`config.mk`:
```
export PLATFORM = sky130hd
export DESIGN_NAME = sdcmd_front
export DESIGN_NICKNAME = d
export VERILOG_FILES = /design/src/rtl/sdcmd_pkg.sv /design/src/rtl/sdcmd_capture.sv /design/src/rtl/sdcmd_decode.sv /design/src/rtl/sdcmd_bank_track.sv /design/src/rtl/sdcmd_mode_reg.sv /design/src/rtl/sdcmd_dqm_pipe.sv /design/src/rtl/sdcmd_front.sv
export SDC_FILE = /design/constraint.sdc
export NUM_CORES = 1
export LEC_CHECK = 0
export CAP_MARGIN = 20
export CELL_PAD_IN_SITES_DETAIL_PLACEMENT = 0
export CELL_PAD_IN_SITES_GLOBAL_PLACEMENT = 1
export CORE_ASPECT_RATIO = 1.75
export CORE_MARGIN = 4
export CORE_UTILIZATION = 35
export CTS_BUF_LIST = sky130_fd_sc_hd__clkbuf_4
export DETAILED_ROUTE_END_ITERATION = 10
export PLACE_DENSITY_LB_ADDON = 0.1
export SYNTH_ARGS = -nofsm -noshare
export SYNTH_HDL_FRONTEND = slang
export SYNTH_SLANG_ARGS = --single-unit
```
`constraint.sdc`:
```
create_clock -name clk -period 1.88 [get_ports clk]
set_input_delay 0.188 -clock clk [delete_from_list [all_inputs] [get_ports clk]]
set_output_delay 0.188 -clock clk [all_outputs]
set_load 0.02 [all_outputs]
```
`src/rtl/sdcmd_pkg.sv`:
```
`timescale 1ns/1ps
package sdcmd_pkg;

   typedef enum logic [2:0] {
      CK_NONE  = 3'd0,
      CK_ACT   = 3'd1,
      CK_READ  = 3'd2,
      CK_WRITE = 3'd3,
      CK_STOP  = 3'd4,
      CK_PRE   = 3'd5,
      CK_REFR  = 3'd6,
      CK_LOAD  = 3'd7
   } cmd_kind_e;

   // Field order follows the opcode bit positions (bit 9 down to bit 0).
   typedef struct packed {
      logic       wsingle;
      logic [1:0] op;
      logic [2:0] cl;
      logic       ilv;
      logic [2:0] blen;
   } mode_t;

   localparam int MODE_BITS = $bits(mode_t);

   function automatic cmd_kind_e pins_to_kind(input logic sel_n, input logic r_n,
                                              input logic c_n, input logic w_n);
      cmd_kind_e k;
      if (sel_n) begin
         k = CK_NONE;
      end else begin
         unique case ({r_n, c_n, w_n})
            3'b011:  k = CK_ACT;
            3'b101:  k = CK_READ;
            3'b100:  k = CK_WRITE;
            3'b110:  k = CK_STOP;
            3'b010:  k = CK_PRE;
            3'b001:  k = CK_REFR;
            3'b000:  k = CK_LOAD;
            default: k = CK_NONE;
         endcase
      end
      return k;
   endfunction

endpackage

```
`src/rtl/sdcmd_capture.sv`:
```
`timescale 1ns/1ps
module sdcmd_capture #(
   parameter int BA_W  = 2,
   parameter int A_W   = 13,
   parameter int DQM_W = 2
) (
   input  logic             clk,
   input  logic             rst_n,
   input  logic             cs_n,
   input  logic             ras_n,
   input  logic             cas_n,
   input  logic             we_n,
   input  logic [BA_W-1:0]  ba,
   input  logic [A_W-1:0]   addr,
   input  logic [DQM_W-1:0] dqm,
   output logic             cs_q,
   output logic             ras_q,
   output logic             cas_q,
   output logic             we_q,
   output logic [BA_W-1:0]  ba_q,
   output logic [A_W-1:0]   addr_q,
   output logic [DQM_W-1:0] dqm_q
);

   always_ff @(posedge clk or negedge rst_n) begin
      if (!rst_n) begin
         cs_q   <= 1'b1;
         ras_q  <= 1'b1;
         cas_q  <= 1'b1;
         we_q   <= 1'b1;
         ba_q   <= '0;
         addr_q <= '0;
         dqm_q  <= '0;
      end else begin
         cs_q   <= cs_n;
         ras_q  <= ras_n;
         cas_q  <= cas_n;
         we_q   <= we_n;
         ba_q   <= ba;
         addr_q <= addr;
         dqm_q  <= dqm;
      end
   end

endmodule

```
`src/rtl/sdcmd_decode.sv`:
```
`timescale 1ns/1ps
module sdcmd_decode
   import sdcmd_pkg::*;
#(
   parameter int NUM_BANKS = 4,
   parameter int BA_W      = 2,
   parameter int COL_W     = 9
) (
   input  logic                 cs_q,
   input  logic                 ras_q,
   input  logic                 cas_q,
   input  logic                 we_q,
   input  logic [BA_W-1:0]      ba_q,
   input  logic [COL_W-1:0]     col_q,
   input  logic                 ap_q,
   input  logic [NUM_BANKS-1:0] open_now,
   output cmd_kind_e            kind,
   output logic                 legal,
   output logic [BA_W-1:0]      bank_sel,
   output logic [COL_W-1:0]     col_addr,
   output logic                 auto_pre,
   output logic                 pre_all
);

   logic is_col, uses_bank, any_open, tgt_open;

   always_comb begin
      kind      = pins_to_kind(cs_q, ras_q, cas_q, we_q);
      is_col    = (kind == CK_READ) || (kind == CK_WRITE);
      uses_bank = is_col || (kind == CK_ACT) || (kind == CK_PRE);
      any_open  = |open_now;
      tgt_open  = open_now[ba_q];

      bank_sel  = uses_bank ? ba_q : '0;
      col_addr  = is_col ? col_q : '0;
      auto_pre  = is_col && ap_q;
      pre_all   = (kind == CK_PRE) && ap_q;

      unique case (kind)
         CK_ACT:            legal = !tgt_open;
         CK_READ, CK_WRITE: legal = tgt_open;
         CK_REFR, CK_LOAD:  legal = !any_open;
         default:           legal = 1'b1;
      endcase
   end

endmodule

```
`src/rtl/sdcmd_bank_track.sv`:
```
`timescale 1ns/1ps
module sdcmd_bank_track
   import sdcmd_pkg::*;
#(
   parameter int NUM_BANKS = 4,
   parameter int BA_W      = 2,
   parameter int ROW_W     = 13
) (
   input  logic                       clk,
   input  logic                       rst_n,
   input  cmd_kind_e                  kind,
   input  logic                       legal,
   input  logic [BA_W-1:0]            ba_q,
   input  logic [ROW_W-1:0]           row_q,
   input  logic                       ap_q,
   output logic [NUM_BANKS-1:0]       open_now,
   output logic [NUM_BANKS*ROW_W-1:0] rows_flat
);

   for (genvar i = 0; i < NUM_BANKS; i++) begin : g_bank
      logic             hit;
      logic             opn;
      logic [ROW_W-1:0] row;

      assign hit = legal && (ba_q == BA_W'(i));

      always_ff @(posedge clk or negedge rst_n) begin
         if (!rst_n) begin
            opn <= 1'b0;
            row <= '0;
         end else begin
            if (hit && kind == CK_ACT) begin
               opn <= 1'b1;
               row <= row_q;
            end else if (kind == CK_PRE && legal && (ap_q || hit)) begin
               opn <= 1'b0;
            end else if (hit && ap_q && (kind == CK_READ || kind == CK_WRITE)) begin
               opn <= 1'b0;
            end
         end
      end

      assign open_now[i]             = opn;
      assign rows_flat[i*ROW_W +: ROW_W] = row;
   end

endmodule

```
`src/rtl/sdcmd_mode_reg.sv`:
```
`timescale 1ns/1ps
module sdcmd_mode_reg
   import sdcmd_pkg::*;
(
   input  logic                 clk,
   input  logic                 rst_n,
   input  cmd_kind_e            kind,
   input  logic                 legal,
   input  logic [MODE_BITS-1:0] opcode,
   output mode_t                mode
);

   always_ff @(posedge clk or negedge rst_n) begin
      if (!rst_n) begin
         mode <= '0;
      end else if (legal && kind == CK_LOAD) begin
         mode <= mode_t'(opcode);
      end
   end

endmodule

```
`src/rtl/sdcmd_dqm_pipe.sv`:
```
`timescale 1ns/1ps
module sdcmd_dqm_pipe #(
   parameter int DQM_W = 2,
   parameter int LAT   = 2
) (
   input  logic             clk,
   input  logic             rst_n,
   input  logic [DQM_W-1:0] din,
   output logic [DQM_W-1:0] dout
);

   if (LAT == 0) begin : g_pass
      assign dout = din;
   end else begin : g_shift
      logic [LAT-1:0][DQM_W-1:0] stg;

      always_ff @(posedge clk or negedge rst_n) begin
         if (!rst_n) begin
            stg <= '0;
         end else begin
            stg[0] <= din;
            for (int k = 1; k < LAT; k++) begin
               stg[k] <= stg[k-1];
            end
         end
      end

      assign dout = stg[LAT-1];
   end

endmodule

```
`src/rtl/sdcmd_front.sv`:
```
`timescale 1ns/1ps
module sdcmd_front
   import sdcmd_pkg::*;
#(
   parameter int NUM_BANKS   = 4,
   parameter int ROW_W       = 13,
   parameter int COL_W       = 9,
   parameter int AP_BIT      = 10,
   parameter int DQM_W       = 2,
   parameter int RD_MASK_LAT = 2,
   localparam int BA_W       = $clog2(NUM_BANKS)
) (
   input  logic                       clk,
   input  logic                       rst_n,
   input  logic                       cs_n,
   input  logic                       ras_n,
   input  logic                       cas_n,
   input  logic                       we_n,
   input  logic [BA_W-1:0]            ba,
   input  logic [ROW_W-1:0]           addr,
   input  logic [DQM_W-1:0]           dqm,
   output logic [2:0]                 cmd_kind,
   output logic [BA_W-1:0]            bank_sel,
   output logic [COL_W-1:0]           col_addr,
   output logic                       auto_pre,
   output logic                       pre_all,
   output logic [DQM_W-1:0]           wr_mask,
   output logic [DQM_W-1:0]           rd_hiz,
   output logic [NUM_BANKS-1:0]       bank_open,
   output logic [NUM_BANKS*ROW_W-1:0] bank_row,
   output logic [2:0]                 mode_blen,
   output logic                       mode_ilv,
   output logic [2:0]                 mode_cl,
   output logic [1:0]                 mode_op,
   output logic                       mode_wsingle,
   output logic                       err_flag
);

   // Elaboration-time configuration checks
   if (NUM_BANKS < 2 || (1 << BA_W) != NUM_BANKS) begin : g_bad_banks
      $error("sdcmd_front: NUM_BANKS must be a power of two, at least 2");
   end
   if (AP_BIT >= ROW_W || COL_W > AP_BIT) begin : g_bad_ap
      $error("sdcmd_front: AP_BIT must lie above the column field and inside the bus");
   end
   if (ROW_W < MODE_BITS) begin : g_bad_mode
      $error("sdcmd_front: address bus narrower than the mode opcode");
   end
   if (RD_MASK_LAT < 0 || RD_MASK_LAT > 8) begin : g_bad_lat
      $error("sdcmd_front: RD_MASK_LAT out of range");
   end

   logic             cs_q, ras_q, cas_q, we_q;
   logic [BA_W-1:0]  ba_q;
   logic [ROW_W-1:0] addr_q;
   logic [DQM_W-1:0] dqm_q;
   cmd_kind_e        kind;
   logic             legal;
   mode_t            mode;
   logic             err_q;

   sdcmd_capture #(.BA_W(BA_W), .A_W(ROW_W), .DQM_W(DQM_W)) u_cap (
      .clk(clk), .rst_n(rst_n),
      .cs_n(cs_n), .ras_n(ras_n), .cas_n(cas_n), .we_n(we_n),
      .ba(ba), .addr(addr), .dqm(dqm),
      .cs_q(cs_q), .ras_q(ras_q), .cas_q(cas_q), .we_q(we_q),
      .ba_q(ba_q), .addr_q(addr_q), .dqm_q(dqm_q)
   );

   sdcmd_decode #(.NUM_BANKS(NUM_BANKS), .BA_W(BA_W), .COL_W(COL_W)) u_dec (
      .cs_q(cs_q), .ras_q(ras_q), .cas_q(cas_q), .we_q(we_q),
      .ba_q(ba_q), .col_q(addr_q[COL_W-1:0]), .ap_q(addr_q[AP_BIT]),
      .open_now(bank_open),
      .kind(kind), .legal(legal), .bank_sel(bank_sel), .col_addr(col_addr),
      .auto_pre(auto_pre), .pre_all(pre_all)
   );

   sdcmd_bank_track #(.NUM_BANKS(NUM_BANKS), .BA_W(BA_W), .ROW_W(ROW_W)) u_banks (
      .clk(clk), .rst_n(rst_n), .kind(kind), .legal(legal),
      .ba_q(ba_q), .row_q(addr_q), .ap_q(addr_q[AP_BIT]),
      .open_now(bank_open), .rows_flat(bank_row)
   );

   sdcmd_mode_reg u_mode (
      .clk(clk), .rst_n(rst_n), .kind(kind), .legal(legal),
      .opcode(addr_q[MODE_BITS-1:0]), .mode(mode)
   );

   sdcmd_dqm_pipe #(.DQM_W(DQM_W), .LAT(RD_MASK_LAT)) u_rdmask (
      .clk(clk), .rst_n(rst_n), .din(dqm_q), .dout(rd_hiz)
   );

   always_ff @(posedge clk or negedge rst_n) begin
      if (!rst_n) begin
         err_q <= 1'b0;
      end else if (!legal) begin
         err_q <= 1'b1;
      end
   end

   assign cmd_kind     = kind;
   assign wr_mask      = dqm_q;
   assign err_flag     = err_q;
   assign mode_blen    = mode.blen;
   assign mode_ilv     = mode.ilv;
   assign mode_cl      = mode.cl;
   assign mode_op      = mode.op;
   assign mode_wsingle = mode.wsingle;

endmodule

```
After elaboration in Yosys (flattened, before gate mapping)
Cells that the tools add are included.
{"block": "word_totals", "register_bits": 92, "latchBits": 0, "ramBits": 0, "mem_bits_ro": 0, "input_bits": 23, "out_inout_bits": 87, "word_cells": 100, "mem_count": 0}
{"block": "op_classes", "n_addsub": 0, "mul": 0, "n_div": 0, "n_lt_le_gt_ge": 1, "eq_ne": 15, "n_shift": 0, "muxes": 19, "bitwise_logic": 0, "reduce_logical": 42}
{"cell": "$logic_and A1 B1 Y1", "n": 24}
{"cell": "$pmux W3 S7", "n": 1}
{"cell": "$eq A3 B3 Y1 const B", "n": 6}
{"cell": "$mux W1", "n": 13}
{"cell": "$eq A3 B2 Y1 const B", "n": 4}
{"cell": "$reduce_bool A3 Y1", "n": 4}
{"cell": "$mux W9", "n": 1}
{"cell": "$logic_or A1 B1 Y1", "n": 7}
{"cell": "$eq A3 B1 Y1 const B", "n": 2}
{"cell": "$eq A2 B2 Y1 const B", "n": 2}
{"cell": "$reduce_or A2 Y1", "n": 2}
{"cell": "$reduce_or A4 Y1", "n": 1}
{"cell": "$logic_not A3 Y1", "n": 1}
{"cell": "$lt A2 B3 Y1 const B", "n": 1}
{"cell": "$mux W3", "n": 1}
{"cell": "$pmux W1 S3", "n": 1}
{"cell": "$bmux W1 S2", "n": 1}
{"cell": "$eq A2 B1 Y1 const B", "n": 1}
{"cell": "$logic_not A1 Y1", "n": 2}
{"cell": "$logic_not A2 Y1", "n": 1}
{"cell": "$mux W2", "n": 1}

Logic depth before layout (Yosys ltp)
{"block": "depth", "depth_word": 12, "ltp_mapped": 6, "mapped_depth_nobuf": 3}

Cells and area by module
A second synthesis with hierarchy kept.
{"block": "unflattened", "cells_unflattened": 222, "area_unflattened_um2": 3544.6}
{"module": "sdcmd_bank_track", "instances": 1, "cells_each": 144, "area_each_um2": 2289.7, "seq_area_each_um2": 1401.3}
{"module": "sdcmd_capture", "instances": 1, "cells_each": 21, "area_each_um2": 530.5, "seq_area_each_um2": 530.5}
{"module": "sdcmd_mode_reg", "instances": 1, "cells_each": 21, "area_each_um2": 384.1, "seq_area_each_um2": 250.2}
{"module": "sdcmd_decode", "instances": 1, "cells_each": 28, "area_each_um2": 193.9, "seq_area_each_um2": 0.0}
{"module": "sdcmd_dqm_pipe", "instances": 1, "cells_each": 6, "area_each_um2": 115.1, "seq_area_each_um2": 100.1}
{"module": "sdcmd_front", "instances": 1, "cells_each": 2, "area_each_um2": 31.3, "seq_area_each_um2": 25.0}

Least setup slack after synthesis
No wires, ideal clock.
{"block": "synth_path", "path_type": "register to register", "start": "register u_cap.cas_q", "end": "register u_banks.g_bank[0].row[10]", "setup_ns": 0.125, "arrival_time_ns": 1.787, "slack_ns": -0.032, "path_stages_with_launch": 7, "path_buffers": 3, "synth_period_minus_slack_ns": 1.912, "cell_sequence": "dfstp_2 buf_2 nand4bb_1 or4_1 buf_6 buf_12 mux2_4"}
{"block": "synth_via", "elab_chain_cells": 8}
{"element": "from (decl)", "line": "sdcmd_capture.sv:18", "rtl": "output logic cas_q,"}
{"element": "from (signal assigned)", "line": "sdcmd_capture.sv:37", "rtl": "cas_q <= cas_n;"}
{"element": "$eq A3 B1 Y1 (tied with other cells)", "line": "sdcmd_pkg.sv:32", "rtl": "unique case ({r_n, c_n, w_n})"}
{"element": "$pmux W3 S7 *", "line": "sdcmd_pkg.sv:32"}
{"element": "$mux W3 *", "line": "sdcmd_pkg.sv:29", "rtl": "if (sel_n) begin"}
{"element": "$eq A3 B3 Y1 or $eq A3 B2 Y1 (tied branches)", "line": "sdcmd_decode.sv:39", "rtl": "unique case (kind)"}
{"element": "$reduce_or A2 Y1", "line": "sdcmd_decode.sv:39"}
{"element": "$pmux W1 S3", "line": "sdcmd_decode.sv:39"}
{"element": "$logic_and A1 B1 Y1", "line": "sdcmd_bank_track.sv:25", "rtl": "assign hit = legal && (ba_q == BA_W'(i));"}
{"element": "$logic_and A1 B1 Y1 *", "line": "sdcmd_bank_track.sv:32", "rtl": "if (hit && kind == CK_ACT) begin"}
{"element": "to (signal assigned)", "line": "sdcmd_bank_track.sv:34", "rtl": "row <= row_q;"}
{"element": "to (decl)", "line": "sdcmd_bank_track.sv:23", "rtl": "logic [ROW_W-1:0] row;"}
Mark *: on every way between the ends. The rest lies on a longest branch, timed or not.
A chain may end at the register's enable or synchronous reset.

Worst setup path in the final report
{"block": "layout_path", "start": "register u_cap.cas_q", "end": "output port pre_all"}
{"block": "layout_via", "elab_chain_cells": 5}
{"element": "$eq A3 B1 Y1 (tied with other cells)", "line": "sdcmd_pkg.sv:32"}
{"element": "$pmux W3 S7 *", "line": "sdcmd_pkg.sv:32"}
{"element": "$mux W3 *", "line": "sdcmd_pkg.sv:29"}
{"element": "$eq A3 B3 Y1 *", "line": "sdcmd_decode.sv:37", "rtl": "pre_all = (kind == CK_PRE) && ap_q;"}
{"element": "$logic_and A1 B1 Y1 *", "line": "sdcmd_decode.sv:37"}
{"element": "to (decl)", "line": "sdcmd_front.sv:26", "rtl": "output logic pre_all,"}
Marked as above.

==> impl_results.md <==
- First-pass GRT wire length: 14610 µm
- Kind of end point of the critical path: output pin
- Pins Over Slew Limit: 0
- Fin. Hold Viols: 0
- Cells after DPL: 463
- Root buf cell: clkbuf_4
- Combinational Power Share: 0.349
- EDFF count, synth: 0
- Worst Path Arrival: 1.73 ns
- Pre-CTS setup slack: -0.1659 ns
- Detailed Route Iter0 Violations: 34
- Synth Cell Area: 3585 µm²
- Layout cells sized above 1: 0.4106
- Max-Cap Viols: 0
- Crit Path Max Fanout: 4
- Vias per cell: 4.802
- Clk slew on worst S/H paths: 0.15 ns
- Prevailing post-synth register cell: dfrtp_1
- Register area: 2307 µm²
- Core box area: 9970 µm²
- CP required: 1.69 ns
- Pre-antenna DRT Iters: 4
- Clk_skew: 0.01968 ns
- Largest net degree at the start of global routing: 50
- Yosys warns: 0
- Fin cells: 484
- Synth-to-layout area growth: 46.91%
- #FFs+latches synth: 92
- Clock share of power: 0.185
- Commonest non-fill, non-tap cells in the layout: clkdlybuf4s50_1 (92), dfrtp_1 (88), mux2_2 (33)
- Area of the multi-input gates: 1261 µm²
- Cell family with most CP delay: simple AND/OR/NAND/NOR gates
- Mapped Avg Cell Area: 15.86 µm²
- Congestion Overflow GR: 0
- PortBufs: 109
- CTS tree: done
- Slowest cell delay on critical path: 0.59 ns
- Max Fclk: 0.5201 GHz
- Final hold slack: 0.1439 ns
- Finished Cell Area: 5266 µm²
- Relative slew slack: 0.7062
- Power Dens Cells: 1049 nW/µm²
- Final period util: 1.023
- Starting Density: 0.3596
- Slowest cell on crit path: dfstp_2
- Post-route antenna net violation count: 0
- Setup TNS: -0.1421 ns
- Layout Nets: 376
- Worst Path Buf+Inv: 1
- IO Count: 110
- DIE WIDTH: 84.50 µm
- Setup Viol. Count Final: 12
- Vias in the first global route: 2587
- Seq pwr share: 0.466
- Worst Tran Pin Value: 0.4348 ns
- R2R setup slack: -0.03 ns
- Num CTS Buffers: 9
- Min-Delay Startpoint: cs_n
- Worst-path cell chain: or4b_4 -> nor2_4 -> buf_6
- Die area: 11990 µm²
- Fillcell total: 934
- Final WS setup: -0.04279 ns
- Post-synth ARST share: 1.000
- GRT Total Usage: 0.1593
- Reg-to-Reg Start: u_banks.g_bank[0].opn$_DFFE_PN0P_
- Clock Latency Late Sink: 0.44 ns
- Hold path cells: 1
- Result of the run: finished, violations left
- Synth Instances: 226
- Internal: 0.003715 W
- Tmin final: 1.923 ns
- Sw power: 0.001807 W
- Placed Area: 4896 µm²
- Leak: 2.379 nW
- GP Congestion: 0.7898
- Reg-to-Reg End: u_mode.mode[0]$_DFFE_PN0P_
- Commonest non-fill, non-tap cell in the layout: clkdlybuf4s50_1
- Post-synthesis cell type count: 34
- Post-Syn Nets: 249
- Endpoint, Worst Hold: u_cap.cs_q$_DFF_PN1_
- Initial antenna violation count: 1
- Final wirelength: 9158 µm
- Die H: 141.9 µm
- Max IR drop VDD: 0.6288 mV
- RSZ-0062 raised after global routing: true
- Vias: 2324
- Clock buffer depth: 2
- Crit path kind: register to output pin
- Post-synthesis sequential area ratio: 0.6436
- DP HPWL: 6434 µm
- H-tree depth: 3
- Hold Crit Class: primary input to register
- Row cnt: 48
- CTS sink cnt: 92
- R2R depth: 4
- WL/cell: 18.92 µm
- DRC errors left: 0
- Failing checks: negative setup slack
- Startpoint Class: register
- Net Sw Frac: 0.3272
[metal layers]
metal,share of wire,track usage,up-vias
met3,0.059,0.04474,8
met1,0.39,0.1854,1194
li1,-,-,1052
met2,0.53,0.2743,70
met4,0.016,0.06422,0
met5,0,0,-
[logic make-up (layout without fill, tap and decap cells)]
group | count (synthesis) | count (layout) | share of synthesized area
AO/OA/AOI/OAI | 15 | 15 | 0.02827
multiplexers | 63 | 63 | 0.2199
XOR/XNOR | 1 | 1 | 0.002444
flip-flops | 92 | 92 | 0.6436
buffers and inverters | 26 | 158 | 0.05305
AND/OR/NAND/NOR | 29 | 29 | 0.05271
other | 0 | 1 | 0
[layout make-up]
class	count	area share
clock buffer	9	0.01283
tap	125	0.02970
clock inverter	7	0.01235
inverter	6	0.004277
antenna	1	0.0004752
timing repair buffer	136	0.2628
sequential	92	0.4381
multi-input combinational	108	0.2395
[cells in the mapped netlist (2+ instances only)]
master    instances  area share
a211oi_1          2      0.0042
mux2_1            2      0.0063
buf_4             7       0.015
dfrtp_1          88        0.61
and3_1           10       0.017
nor3_1            2      0.0028
or4_1             3      0.0063
a32oi_1           3      0.0073
inv_1             6      0.0063
o21ai_0           4      0.0056
nor2_1            3      0.0031
dfstp_2           4       0.029
mux2_2           42        0.13
buf_2             3      0.0042
a31oi_1           2      0.0035
buf_6             4       0.013
nor2b_1           2      0.0035
o22ai_1           2      0.0035
buf_12            2       0.011
mux2_4           18       0.075
clkbuf_1          4      0.0042
[metrics by stage]
step | power, W | utilization
5_1_grt | 0.005809 | 0.5282
3_5_place_dp | 0.004451 | 0.4911
4_1_cts | 0.005603 | 0.5206
3_3_place_gp | 0.004435 | 0.4911
6_report | 0.005522 | 0.5282
2_1_floorplan | 0.003464 | -
[flip-flops by register name (all words and copies together), names as in the netlist]
register	count
u_mode.mode	10
u_cap.we_q	1
u_cap.ras_q	1
err_flag	1
u_cap.addr_q	13
u_cap.dqm_q	2
u_rdmask.g_shift.stg	2
u_cap.cas_q	1
u_cap.ba_q	2
u_banks.g_bank.opn	4
u_banks.g_bank.row	52
u_cap.cs_q	1
u_rdmask.dout	2
[repair_timing]
item                       4_1_cts  5_1_grt
setup endpoints to repair       65       49
buffers inserted                 3        0
resized for setup              112       26
hold buffers                     1        0
hold endpoints to repair        57        0
pin swaps                        3       10
cloned                           1        0
[power groups by stage]
stage / combinational, W / sequential [W] / clock (W)
2_1_floorplan: 0.000491 / 0.00297 / 0
3_3_place_gp: 0.00184 / 0.00260 / 0
3_5_place_dp: 0.00185 / 0.00260 / 0
4_1_cts: 0.00194 / 0.00258 / 0.00108
5_1_grt: 0.00202 / 0.00262 / 0.00116
6_report: 0.00193 / 0.00257 / 0.00102
[worst max path at each step]
stage / startpoint / end / slack (ns) / depth (start not counted)
2_1_floorplan: u_cap.cas_q$_DFF_PN1_ / u_banks.g_bank[0].row[10]$_DFFE_PN0P_ / 0.002 / 6
3_3_place_gp: u_cap.cas_q$_DFF_PN1_ / pre_all / -0.15 / 3
4_1_cts: u_banks.g_bank[1].opn$_DFFE_PN0P_ / u_mode.mode[7]$_DFFE_PN0P_ / -0.11 / 5
6_report: u_cap.cas_q$_DFF_PN1_ / pre_all / -0.04 / 3
3_5_place_dp: u_cap.cas_q$_DFF_PN1_ / pre_all / -0.17 / 3
5_1_grt: u_cap.cas_q$_DFF_PN1_ / pre_all / -0.11 / 3
Power figures use the tool's default switching activity.
